`src/rtl/lcdr_pkg.sv`:
```
package lcdr_pkg;
  localparam int unsigned WORD_W = 32;

  typedef enum logic [2:0] {
    SEL_CTRL, SEL_TIM0, SEL_TIM1, SEL_TIM2, SEL_STAT, SEL_SUBP, SEL_NONE
  } reg_sel_e;

  localparam logic [WORD_W-1:0] CTRL_RD_SET = 32'hFE00_0C34;
  localparam logic [WORD_W-1:0] CTRL_KEEP   = 32'h01CF_F300;
  localparam logic [WORD_W-1:0] SUBP_KEEP   = 32'hA1FF_FFFF;
  localparam logic [WORD_W-1:0] TIM2_RD_SET = 32'hFC00_0000;
  localparam logic [WORD_W-1:0] TIM0_RD_SET = 32'h0000_000F;
  localparam logic [1:0]        PLM_NO_FD   = 2'd1;
endpackage

```
`src/rtl/lcdr_decode.sv`:
```
module lcdr_decode
  import lcdr_pkg::*;
#(
  parameter int unsigned ADDR_W = 6
) (
  input  logic [ADDR_W-1:0] addr,
  output reg_sel_e          sel
);
  always_comb begin
    case (addr)
      ADDR_W'(0): sel = SEL_CTRL;
      ADDR_W'(1): sel = SEL_TIM0;
      ADDR_W'(2): sel = SEL_TIM1;
      ADDR_W'(3): sel = SEL_TIM2;
      ADDR_W'(4): sel = SEL_STAT;
      ADDR_W'(5): sel = SEL_SUBP;
      default:    sel = SEL_NONE;
    endcase
  end
endmodule

```
`src/rtl/lcdr_cfg.sv`:
```
module lcdr_cfg
  import lcdr_pkg::*;
#(
  parameter int unsigned DIM_W = 10,
  localparam int unsigned TF_W = WORD_W - DIM_W
) (
  input  logic              clk,
  input  logic              rst_n,
  input  logic              wr_en,
  input  reg_sel_e          sel,
  input  logic [WORD_W-1:0] wdata,
  output logic [1:0]        plm,
  output logic              tft,
  output logic [1:0]        ie,
  output logic              mono,
  output logic              en,
  output logic [WORD_W-1:0] other,
  output logic [TF_W-1:0]   t0,
  output logic [DIM_W-1:0]  w_m1,
  output logic [TF_W-1:0]   t1,
  output logic [DIM_W-1:0]  h_m1,
  output logic [WORD_W-1:0] t2,
  output logic [WORD_W-1:0] sub,
  output logic              en_rise,
  output logic              en_fall,
  output logic [1:0]        plm_new,
  output logic              start_req,
  output logic              stop_req
);
  logic              ctrl_wr;
  logic [1:0]        plm_d, ie_d;
  logic              tft_d, mono_d, en_d;
  logic [WORD_W-1:0] other_d, t2_d, sub_d;
  logic [TF_W-1:0]   t0_d, t1_d;
  logic [DIM_W-1:0]  w_d, h_d;

  assign ctrl_wr = wr_en && (sel == SEL_CTRL);
  assign en_rise = ctrl_wr && wdata[0] && !en;
  assign en_fall = ctrl_wr && !wdata[0] && en;
  assign plm_new = wdata[21:20];

  always_comb begin
    plm_d = plm; tft_d = tft; ie_d = ie; mono_d = mono; en_d = en;
    other_d = other; t0_d = t0; w_d = w_m1; t1_d = t1; h_d = h_m1;
    t2_d = t2; sub_d = sub;
    if (wr_en) begin
      case (sel)
        SEL_CTRL: begin
          plm_d   = wdata[21:20];
          tft_d   = wdata[7];
          ie_d    = wdata[4:3];
          mono_d  = wdata[1];
          en_d    = wdata[0];
          other_d = wdata & CTRL_KEEP;
        end
        SEL_TIM0: begin t0_d = wdata[WORD_W-1:DIM_W]; w_d = wdata[DIM_W-1:0]; end
        SEL_TIM1: begin t1_d = wdata[WORD_W-1:DIM_W]; h_d = wdata[DIM_W-1:0]; end
        SEL_TIM2: t2_d  = wdata;
        SEL_SUBP: sub_d = wdata & SUBP_KEEP;
        default: ;
      endcase
    end
  end

  always_ff @(posedge clk or negedge rst_n) begin
    if (!rst_n) begin
      plm <= '0; tft <= 1'b0; ie <= '0; mono <= 1'b0; en <= 1'b0;
      other <= '0; t0 <= '0; w_m1 <= '1; t1 <= '0; h_m1 <= '1;
      t2 <= '0; sub <= '0; start_req <= 1'b0; stop_req <= 1'b0;
    end else begin
      if (wr_en) begin
        plm <= plm_d; tft <= tft_d; ie <= ie_d; mono <= mono_d; en <= en_d;
        other <= other_d; t0 <= t0_d; w_m1 <= w_d; t1 <= t1_d; h_m1 <= h_d;
        t2 <= t2_d; sub <= sub_d;
      end
      start_req <= en_rise;
      stop_req  <= en_fall;
    end
  end
endmodule

```
`src/rtl/lcdr_flags.sv`:
```
module lcdr_flags
  import lcdr_pkg::*;
(
  input  logic       clk,
  input  logic       rst_n,
  input  logic       en_rise,
  input  logic       en_fall,
  input  logic [1:0] plm_new,
  input  logic [1:0] ie,
  input  logic       evt_fd,
  input  logic       evt_pd,
  input  logic       evt_se,
  output logic       fd_q,
  output logic       pd_q,
  output logic       se_q,
  output logic       irq
);
  logic fd_d, pd_d, se_d, upd;

  always_comb begin
    fd_d = fd_q; pd_d = pd_q; se_d = se_q;
    if (en_rise) begin
      fd_d = 1'b0;
      pd_d = 1'b0;
    end
    if (en_fall) begin
      se_d = 1'b0;
      if (plm_new != PLM_NO_FD) fd_d = 1'b1;
    end
    if (evt_fd) fd_d = 1'b1;
    if (evt_pd) pd_d = 1'b1;
    if (evt_se) se_d = 1'b1;
  end

  assign upd = en_rise | en_fall | evt_fd | evt_pd | evt_se;

  always_ff @(posedge clk or negedge rst_n) begin
    if (!rst_n) begin
      fd_q <= 1'b0; pd_q <= 1'b0; se_q <= 1'b0;
    end else if (upd) begin
      fd_q <= fd_d; pd_q <= pd_d; se_q <= se_d;
    end
  end

  assign irq = (fd_q & ie[0]) | (pd_q & ie[1]) | se_q;
endmodule

```
`src/rtl/lcdr_unit.sv`:
```
module lcdr_unit
  import lcdr_pkg::*;
#(
  parameter int unsigned ADDR_W = 6,
  parameter int unsigned DIM_W  = 10
) (
  input  logic              clk,
  input  logic              rst_n,
  input  logic              bus_valid,
  input  logic              bus_we,
  input  logic [ADDR_W-1:0] bus_addr,
  input  logic [31:0]       bus_wdata,
  output logic [31:0]       bus_rdata,
  output logic              bad_addr,
  input  logic              evt_frame_done,
  input  logic              evt_palette_done,
  input  logic              evt_sync_err,
  output logic              start_req,
  output logic              stop_req,
  output logic              irq
);
  localparam int unsigned TF_W = WORD_W - DIM_W;

  reg_sel_e          sel;
  logic              wr_en, en_rise, en_fall, tft, mono, en, bad_d;
  logic              fd_q, pd_q, se_q;
  logic [1:0]        plm, ie, plm_new;
  logic [WORD_W-1:0] other, t2, sub;
  logic [TF_W-1:0]   t0, t1;
  logic [DIM_W-1:0]  w_m1, h_m1;

  assign wr_en = bus_valid && bus_we;

  lcdr_decode #(.ADDR_W(ADDR_W)) u_dec (.addr(bus_addr), .sel(sel));

  lcdr_cfg #(.DIM_W(DIM_W)) u_cfg (
    .clk(clk), .rst_n(rst_n), .wr_en(wr_en), .sel(sel), .wdata(bus_wdata),
    .plm(plm), .tft(tft), .ie(ie), .mono(mono), .en(en), .other(other),
    .t0(t0), .w_m1(w_m1), .t1(t1), .h_m1(h_m1), .t2(t2), .sub(sub),
    .en_rise(en_rise), .en_fall(en_fall), .plm_new(plm_new),
    .start_req(start_req), .stop_req(stop_req)
  );

  lcdr_flags u_flags (
    .clk(clk), .rst_n(rst_n), .en_rise(en_rise), .en_fall(en_fall),
    .plm_new(plm_new), .ie(ie), .evt_fd(evt_frame_done),
    .evt_pd(evt_palette_done), .evt_se(evt_sync_err),
    .fd_q(fd_q), .pd_q(pd_q), .se_q(se_q), .irq(irq)
  );

  always_comb begin
    case (sel)
      SEL_CTRL: bus_rdata = CTRL_RD_SET | other | (WORD_W'(tft) << 23) |
                            (WORD_W'(plm) << 20) | (WORD_W'(tft) << 7) |
                            (WORD_W'(ie) << 3) | (WORD_W'(mono) << 1) |
                            WORD_W'(en);
      SEL_TIM0: bus_rdata = {t0, w_m1} | TIM0_RD_SET;
      SEL_TIM1: bus_rdata = {t1, h_m1};
      SEL_TIM2: bus_rdata = t2 | TIM2_RD_SET;
      SEL_STAT: bus_rdata = (WORD_W'(pd_q) << 6) | (WORD_W'(se_q) << 2) |
                            WORD_W'(fd_q);
      SEL_SUBP: bus_rdata = sub;
      default:  bus_rdata = '0;
    endcase
  end

  assign bad_d = bus_valid && (sel == SEL_NONE);

  always_ff @(posedge clk or negedge rst_n) begin
    if (!rst_n) bad_addr <= 1'b0;
    else        bad_addr <= bad_d;
  end
endmodule

```
`config.mk`:
```
export PLATFORM = sky130hd
export DESIGN_NAME = lcdr_unit
export DESIGN_NICKNAME = d
export VERILOG_FILES = /design/src/rtl/lcdr_pkg.sv /design/src/rtl/lcdr_decode.sv /design/src/rtl/lcdr_cfg.sv /design/src/rtl/lcdr_flags.sv /design/src/rtl/lcdr_unit.sv
export SDC_FILE = /design/constraint.sdc
export NUM_CORES = 1
export LEC_CHECK = 0
export BUFFER_PORTS_ARGS = -buffer_cell sky130_fd_sc_hd__buf_2
export CAP_MARGIN = 20
export CELL_PAD_IN_SITES_DETAIL_PLACEMENT = 1
export CELL_PAD_IN_SITES_GLOBAL_PLACEMENT = 1
export CORE_AREA = 3 3 135 137
export CTS_CLUSTER_SIZE = 8
export DETAILED_ROUTE_END_ITERATION = 10
export DIE_AREA = 0 0 138 140
export GPL_TIMING_DRIVEN = 0
export PLACE_DENSITY_LB_ADDON = 0.1
export SETUP_SLACK_MARGIN = 0.5
export SLEW_MARGIN = 10
export SYNTH_ARGS = -nofsm -noshare
export SYNTH_HDL_FRONTEND = slang
export SYNTH_HIERARCHICAL = 1
export SYNTH_SLANG_ARGS = --single-unit
```
`constraint.sdc`:
```
create_clock -name clk -period 1.8 [get_ports clk]
set_input_delay 0.27 -clock clk [delete_from_list [all_inputs] [get_ports clk]]
set_output_delay 0.27 -clock clk [all_outputs]
set_load 0.02 [all_outputs]
```
==> results of run 1 <==
[report_power, final]
part	switching, mW	internal (mW)
combinational	0.414	0.555
clock	1.39	2.67
sequential	0.152	3.34
[layer usage]
metal | vias up | routed length (um)
li1 | 2166 | -
met1 | 2653 | 10700
met2 | 135 | 12700
met3 | 49 | 1070
met4 | 0 | 773
met5 | - | 0
[worst paths after layout]
| check | startpoint | to | slack [ns] | cells after the start |
|---|---|---|---|---|
| worst max-delay path | bus_addr[4] | bus_rdata[23] | -0.47 | 11 |
| worst max register to register | u_cfg/en$_DFFE_PN0N_ | u_flags/fd_q$_DFFE_PN0P_ | 0.63 | 3 |
| worst min-delay path | evt_sync_err | u_flags/se_q$_DFFE_PN0P_ | 0.05 | 2 |
| max in group asynchronous | rst_n | u_cfg/h_m1[1]$_DFFE_PN1P_ | 0.56 | 3 |
| min in group asynchronous | rst_n | u_cfg/t1[20]$_DFFE_PN0P_ | 0.39 | 2 |
| worst min register to register | u_cfg/t2[19]$_DFFE_PN0P_ | u_cfg/t2[19]$_DFFE_PN0P_ | 0.50 | 1 |
[final cells by class]
type | count | area [sq um] | share of cell area (%)
inverters | 3 | 16.3 | 0.152
multi-input cells | 314 | 3950 | 37.0
plain buffers | 49 | 714 | 6.70
clock inverters | 11 | 216 | 2.03
well taps | 225 | 282 | 2.64
clock buffers | 21 | 460 | 4.32
repair buffers | 145 | 1530 | 14.3
flip-flops and latches | 139 | 3500 | 32.8
[flip-flops by register name, summed over array words and instances (netlist names), 2 cells and up]
signal	cells
u_cfg/t1	22
u_cfg/other	13
u_cfg/plm	2
u_cfg/ie	2
u_cfg/sub	27
u_cfg/h_m1	10
u_cfg/t2	26
u_cfg/t0	22
u_cfg/w_m1	6
[through the flow]
stage / util (%) / instances
finish: 62.1 / 907
global route: 62.1 / 907
CTS: 57.3 / 888
detailed placement: 46.8 / 811
global placement: 46.6 / 810
floorplan: - / 505
[repair_timing]
item / 4_1_cts / 5_1_grt
pin swaps: 21 / 31
hold buffers: 1 / 0
cloned: 9 / 4
endpoints found under the setup margin: 171 / 251
buffers inserted: 35 / 15
resized for setup: 145 / 140
hold endpoints to repair: 59 / 0
==> impl_metrics.env, run 1 <==
export IMPL_p_total_mw=8.53
export IMPL_path_cells="buf_6 > nor3_4 > buf_4 > buf_6 > nand2b_4 > buf_12 > buf_12 > mux2i_1 > o2bb2ai_1 > mux2_4 > buf_6"
export IMPL_grt_util_all_layers_pct=23.3
export IMPL_ys_warn_count=6
export IMPL_clock_sinks=139
export IMPL_placedInstanceArea_sq_um=8050
export IMPL_grt_pass1_wl_um=34100
export IMPL_cp_arrival_ns=2.00
export IMPL_max_cap_viol_count=0
export IMPL_crit_path_start_kind="input port"
export IMPL_num_rows=48
export IMPL_final_nets=714
export IMPL_cellPowerDensity_nw_per_um2=799
export IMPL_hp_class="input port to register"
export IMPL_numCtsBuffers=17
export IMPL_path_clk_slew_ns=0.06
export IMPL_whs_ns=0.0501
export IMPL_busiest_layer="met2"
export IMPL_relSlewSlack_pct=60.3
export IMPL_cp_top_family="buffers and inverters"
export IMPL_stdcell_area_sq_um=10700
export IMPL_power_leakage_nw=5.22
export IMPL_num_io_pins=81
export IMPL_post_place_ws_ns=-0.612
export IMPL_drc_errors=0
export IMPL_grt_pass1_vias=5539
export IMPL_die_area_sq_um=19300
export IMPL_core_area_sq_um=17200
export IMPL_fillers=1590
export IMPL_vias=5003
export IMPL_worst_setup_path_type="input port to output pin"
export IMPL_crit_required_ns=1.53
export IMPL_grt_antenna_before_repair=0
export IMPL_cts_tree="done"
export IMPL_area_delta_synth_final_pct=52.3
export IMPL_grtUsageMet2_pct=40.3
export IMPL_cpPeakStageDelay_ns=0.30
export IMPL_synth_area_sq_um=7010
export IMPL_met1_usage_pct=29.7
export IMPL_rsz0062_at_grt="yes"
export IMPL_final_common_cell="dfrtp_1"
export IMPL_endpoint_kind="output pin"
export IMPL_violations="setup timing"
export IMPL_fmax_mhz=441
export IMPL_path_common_cell="buf_6"
export IMPL_final_antenna_net_count=0
export IMPL_place_hpwl_um=13100
export IMPL_dr_pass1_iters=4
export IMPL_syn_area_per_cell_sq_um=14.2
export IMPL_gr_total_overflow=0
export IMPL_period_share_pct=126
export IMPL_status="complete, but fails checks"
export IMPL_tns_ns=-23.37
export IMPL_die_y_um=140
export IMPL_antenna_cells=0
export IMPL_via_per_inst=5.52
export IMPL_clk_latency_ns=0.42
export IMPL_final_cell_mix="dfrtp_1 (123), mux2_4 (114), buf_6 (49), buf_4 (48), buf_2 (45)"
export IMPL_gp_congestion=0.768
export IMPL_synthCells=494
export IMPL_ir_worst_vdd_mv=0.713
export IMPL_finalSetupViolCount=113
export IMPL_path_max_fanout=10
export IMPL_clockBufferDepth=2
export IMPL_root_buffer="clkbuf_16"
export IMPL_hold_viol_final=0
export IMPL_met3_usage_pct=4.68
export IMPL_fin_ws_ns=-0.465
export IMPL_critPathSlowestCell="mux2_4"
export IMPL_start_util_pct=40.8
export IMPL_wire_per_inst_um=27.8
export IMPL_grt_max_degree=81
export IMPL_cp_buffers_inverters=6
export IMPL_clock_skew_ns=0.00461
export IMPL_h_tree_depth=4
export IMPL_die_w_um=138
export IMPL_drt_iter0_drc=297
export IMPL_min_period_ns=2.27
export IMPL_slew_violations=0
export IMPL_finalWirelength_um=25200
export IMPL_drive_gt1_share_pct=69.2
export IMPL_port_buffers=80
export IMPL_worst_slew_pin_slew_ns=0.595
(Power assumes the default switching activity.)
==> run 2, diff against run 1 <==
==> constraint.sdc (replaced) <==
create_clock -name clk -period 1.8 [get_ports clk]
set_input_delay 0.27 -clock clk [delete_from_list [all_inputs] [get_ports clk]]
set_output_delay 0.27 -clock clk [all_outputs]
set_load 0.1 [all_outputs]
==> run 2 against run 1 <==
Against the previous run: the run still ends with setup timing left; sequential share of layout area fell by 2.4 points; critical path depth fell by 2; cell area rose by 7.9%; first-iteration DRC count rose by 8.4%; non-clock buffer count rose by 11; register-to-register slack barely moved; setup slack got worse by 0.0077 ns; clock skew fell by 0.0029 ns; die area did not move; critical path type unchanged; largest power group is now registers.
==> impl_metrics.env, run 2 (same netlist as run 1, synthesis figures left out) <==
export IMPL_crit_path_start_kind="input port"
export IMPL_placedInstanceArea_sq_um=8480
export IMPL_dr_pass1_iters=4
export IMPL_clock_skew_ns=0.00171
export IMPL_via_per_inst=5.65
export IMPL_clock_sinks=139
export IMPL_cp_arrival_ns=2.00
export IMPL_port_buffers=80
export IMPL_p_comb_share_pct=14.4
export IMPL_finalWirelength_um=27300
export IMPL_path_common_cell="buf_12"
export IMPL_ir_worst_vdd_mv=0.725
export IMPL_grt_antenna_before_repair=0
export IMPL_clk_latency_ns=0.43
export IMPL_h_tree_depth=4
export IMPL_fin_ws_ns=-0.473
export IMPL_drive_gt1_share_pct=73.3
export IMPL_vias=5188
export IMPL_path_max_fanout=6
export IMPL_path_clk_slew_ns=0.06
export IMPL_p_sw_share_pct=26.4
export IMPL_final_common_cell="dfrtp_1"
export IMPL_crit_path_end="bus_rdata[10]"
export IMPL_fmax_mhz=440
export IMPL_critPathSlowestCell="a22oi_2"
export IMPL_violations="setup timing"
export IMPL_hold_viol_final=0
export IMPL_hp_class="input port to register"
export IMPL_start_util_pct=40.8
export IMPL_grt_util_all_layers_pct=26.6
export IMPL_min_period_ns=2.27
export IMPL_r2r_end="u_flags/fd_q$_DFFE_PN0P_"
export IMPL_p_switching_mw=2.17
export IMPL_max_cap_viol_count=0
export IMPL_post_place_ws_ns=-0.888
export IMPL_crit_start="bus_addr[4]"
export IMPL_worst_setup_path_type="input port to output pin"
export IMPL_rr_worst_depth=3
export IMPL_root_buffer="clkbuf_16"
export IMPL_numCtsBuffers=17
export IMPL_cellPowerDensity_nw_per_um2=715
export IMPL_p_total_mw=8.24
export IMPL_r2r_start="u_cfg/en$_DFFE_PN0N_"
export IMPL_stdcell_count=918
export IMPL_die_w_um=138
export IMPL_place_hpwl_um=13500
export IMPL_seqPwrFrac_pct=42.8
export IMPL_power_leakage_nw=5.39
export IMPL_drc_errors=0
export IMPL_final_antenna_net_count=0
export IMPL_largest_register_ffs=27
export IMPL_clockBufferDepth=2
export IMPL_grt_pass1_wl_um=38500
export IMPL_whs_ns=0.0294
export IMPL_path_cells="buf_6 > nor3_4 > and3_4 > buf_8 > buf_12 > clkinvlp_4 > a22oi_2 > o32ai_4 > buf_12"
export IMPL_grt_max_degree=80
export IMPL_finish_utilization_pct=67.0
export IMPL_num_io_pins=81
export IMPL_die_y_um=140
export IMPL_endpoint_kind="output pin"
export IMPL_final_nets=725
export IMPL_dp_cells=811
export IMPL_crit_required_ns=1.53
export IMPL_grt_pass1_vias=5915
export IMPL_stdcell_area_sq_um=11500
export IMPL_rsz0062_at_grt="yes"
export IMPL_final_cell_mix="dfrtp_1 (123), mux2_4 (108), buf_12 (73), buf_2 (41), buf_4 (37)"
export IMPL_p_clk_share_pct=42.8
export IMPL_finalSetupViolCount=113
export IMPL_gp_congestion=0.793
export IMPL_slew_violations=0
export IMPL_cts_tree="done"
export IMPL_area_delta_synth_final_pct=64.3
export IMPL_period_share_pct=126
export IMPL_wire_per_inst_um=29.7
export IMPL_tns_ns=-20.64
export IMPL_cpPeakStageDelay_ns=0.32
export IMPL_intPower_mw=6.06
export IMPL_reg_largest_list="u_cfg/sub x27, u_cfg/t2 x26"
export IMPL_die_area_sq_um=19300
export IMPL_core_area_sq_um=17200
export IMPL_drt_iter0_drc=322
export IMPL_gr_total_overflow=0
export IMPL_fillers=1504
export IMPL_num_rows=48
export IMPL_regMostFlops="u_cfg/sub"
export IMPL_status="complete, but fails checks"
export IMPL_r2r_slack_ns=0.62
export IMPL_antenna_cells=0
[run 2: changes by cell type in the layout (fill, tap and decap cells not counted), moves of 6 or more]
cell	change
a21o_1	-8
a21o_4	+8
buf_12	+41
buf_16	+6
buf_4	-11
buf_6	-21
mux2_2	+6
mux2_4	-6
mux2i_1	-9
mux2i_2	+7
[run 2: power groups by stage]
| stage | Sequential [mW] | Clock (mW) | Combinational, mW |
|---|---|---|---|
| 2_1_floorplan | 3.48 | 0 | 0.632 |
| 3_3_place_gp | 3.49 | 0 | 0.859 |
| 3_5_place_dp | 3.50 | 0 | 0.891 |
| 4_1_cts | 3.48 | 3.52 | 1.09 |
| 5_1_grt | 3.54 | 3.73 | 1.25 |
| 6_report | 3.52 | 3.52 | 1.19 |
[run 2: repair_timing]
action | CTS | global route
hold endpoints to repair | 60 | 0
pin swaps | 22 | 22
setup endpoints to repair | 174 | 253
cloned | 13 | 0
gates resized for setup | 280 | 73
setup buffers | 48 | 13
hold buffers | 1 | 0
[run 2: cell type report]
cell class / count / area [sq um] / area share [%]
plain buffers: 49 / 721 / 6.26
clock buffers: 20 / 457 / 3.97
clock inverters: 12 / 124 / 1.08
inverters: 3 / 15.0 / 0.130
multi-input cells: 314 / 4300 / 37.4
flip-flops and latches: 139 / 3500 / 30.4
well taps: 225 / 282 / 2.45
repair buffers: 156 / 2110 / 18.3
[run 2: worst min-delay path by stage]
stage	start	to	slack, ns	cells past startpoint
CTS	evt_sync_err	u_flags/se_q$_DFFE_PN0P_	0.02	2
global placement	evt_sync_err	u_flags/se_q$_DFFE_PN0P_	0.45	2
global route	evt_sync_err	u_flags/se_q$_DFFE_PN0P_	0.03	2
floorplan	rst_n	bad_addr$_DFF_PN0_	-0.03	0
detailed placement	rst_n	u_cfg/t0[17]$_DFFE_PN0P_	0.30	1
finish	evt_sync_err	u_flags/se_q$_DFFE_PN0P_	0.03	2
[run 2: routing by layer]
layer	global-route usage, %	vias to the layer above	part of all wire (%)
li1	-	2185	-
met1	32.9	2794	40
met2	45.7	164	53
met3	5.09	45	3.7
met4	11.4	0	2.8
met5	0	-	0
[run 2: worst max-delay path: cells and delay by family]
kind	cells	cell delay (ns)
buffers and inverters	5	0.80
AND/OR/NAND/NOR	2	0.45
AO/OA/AOI/OAI	2	0.47
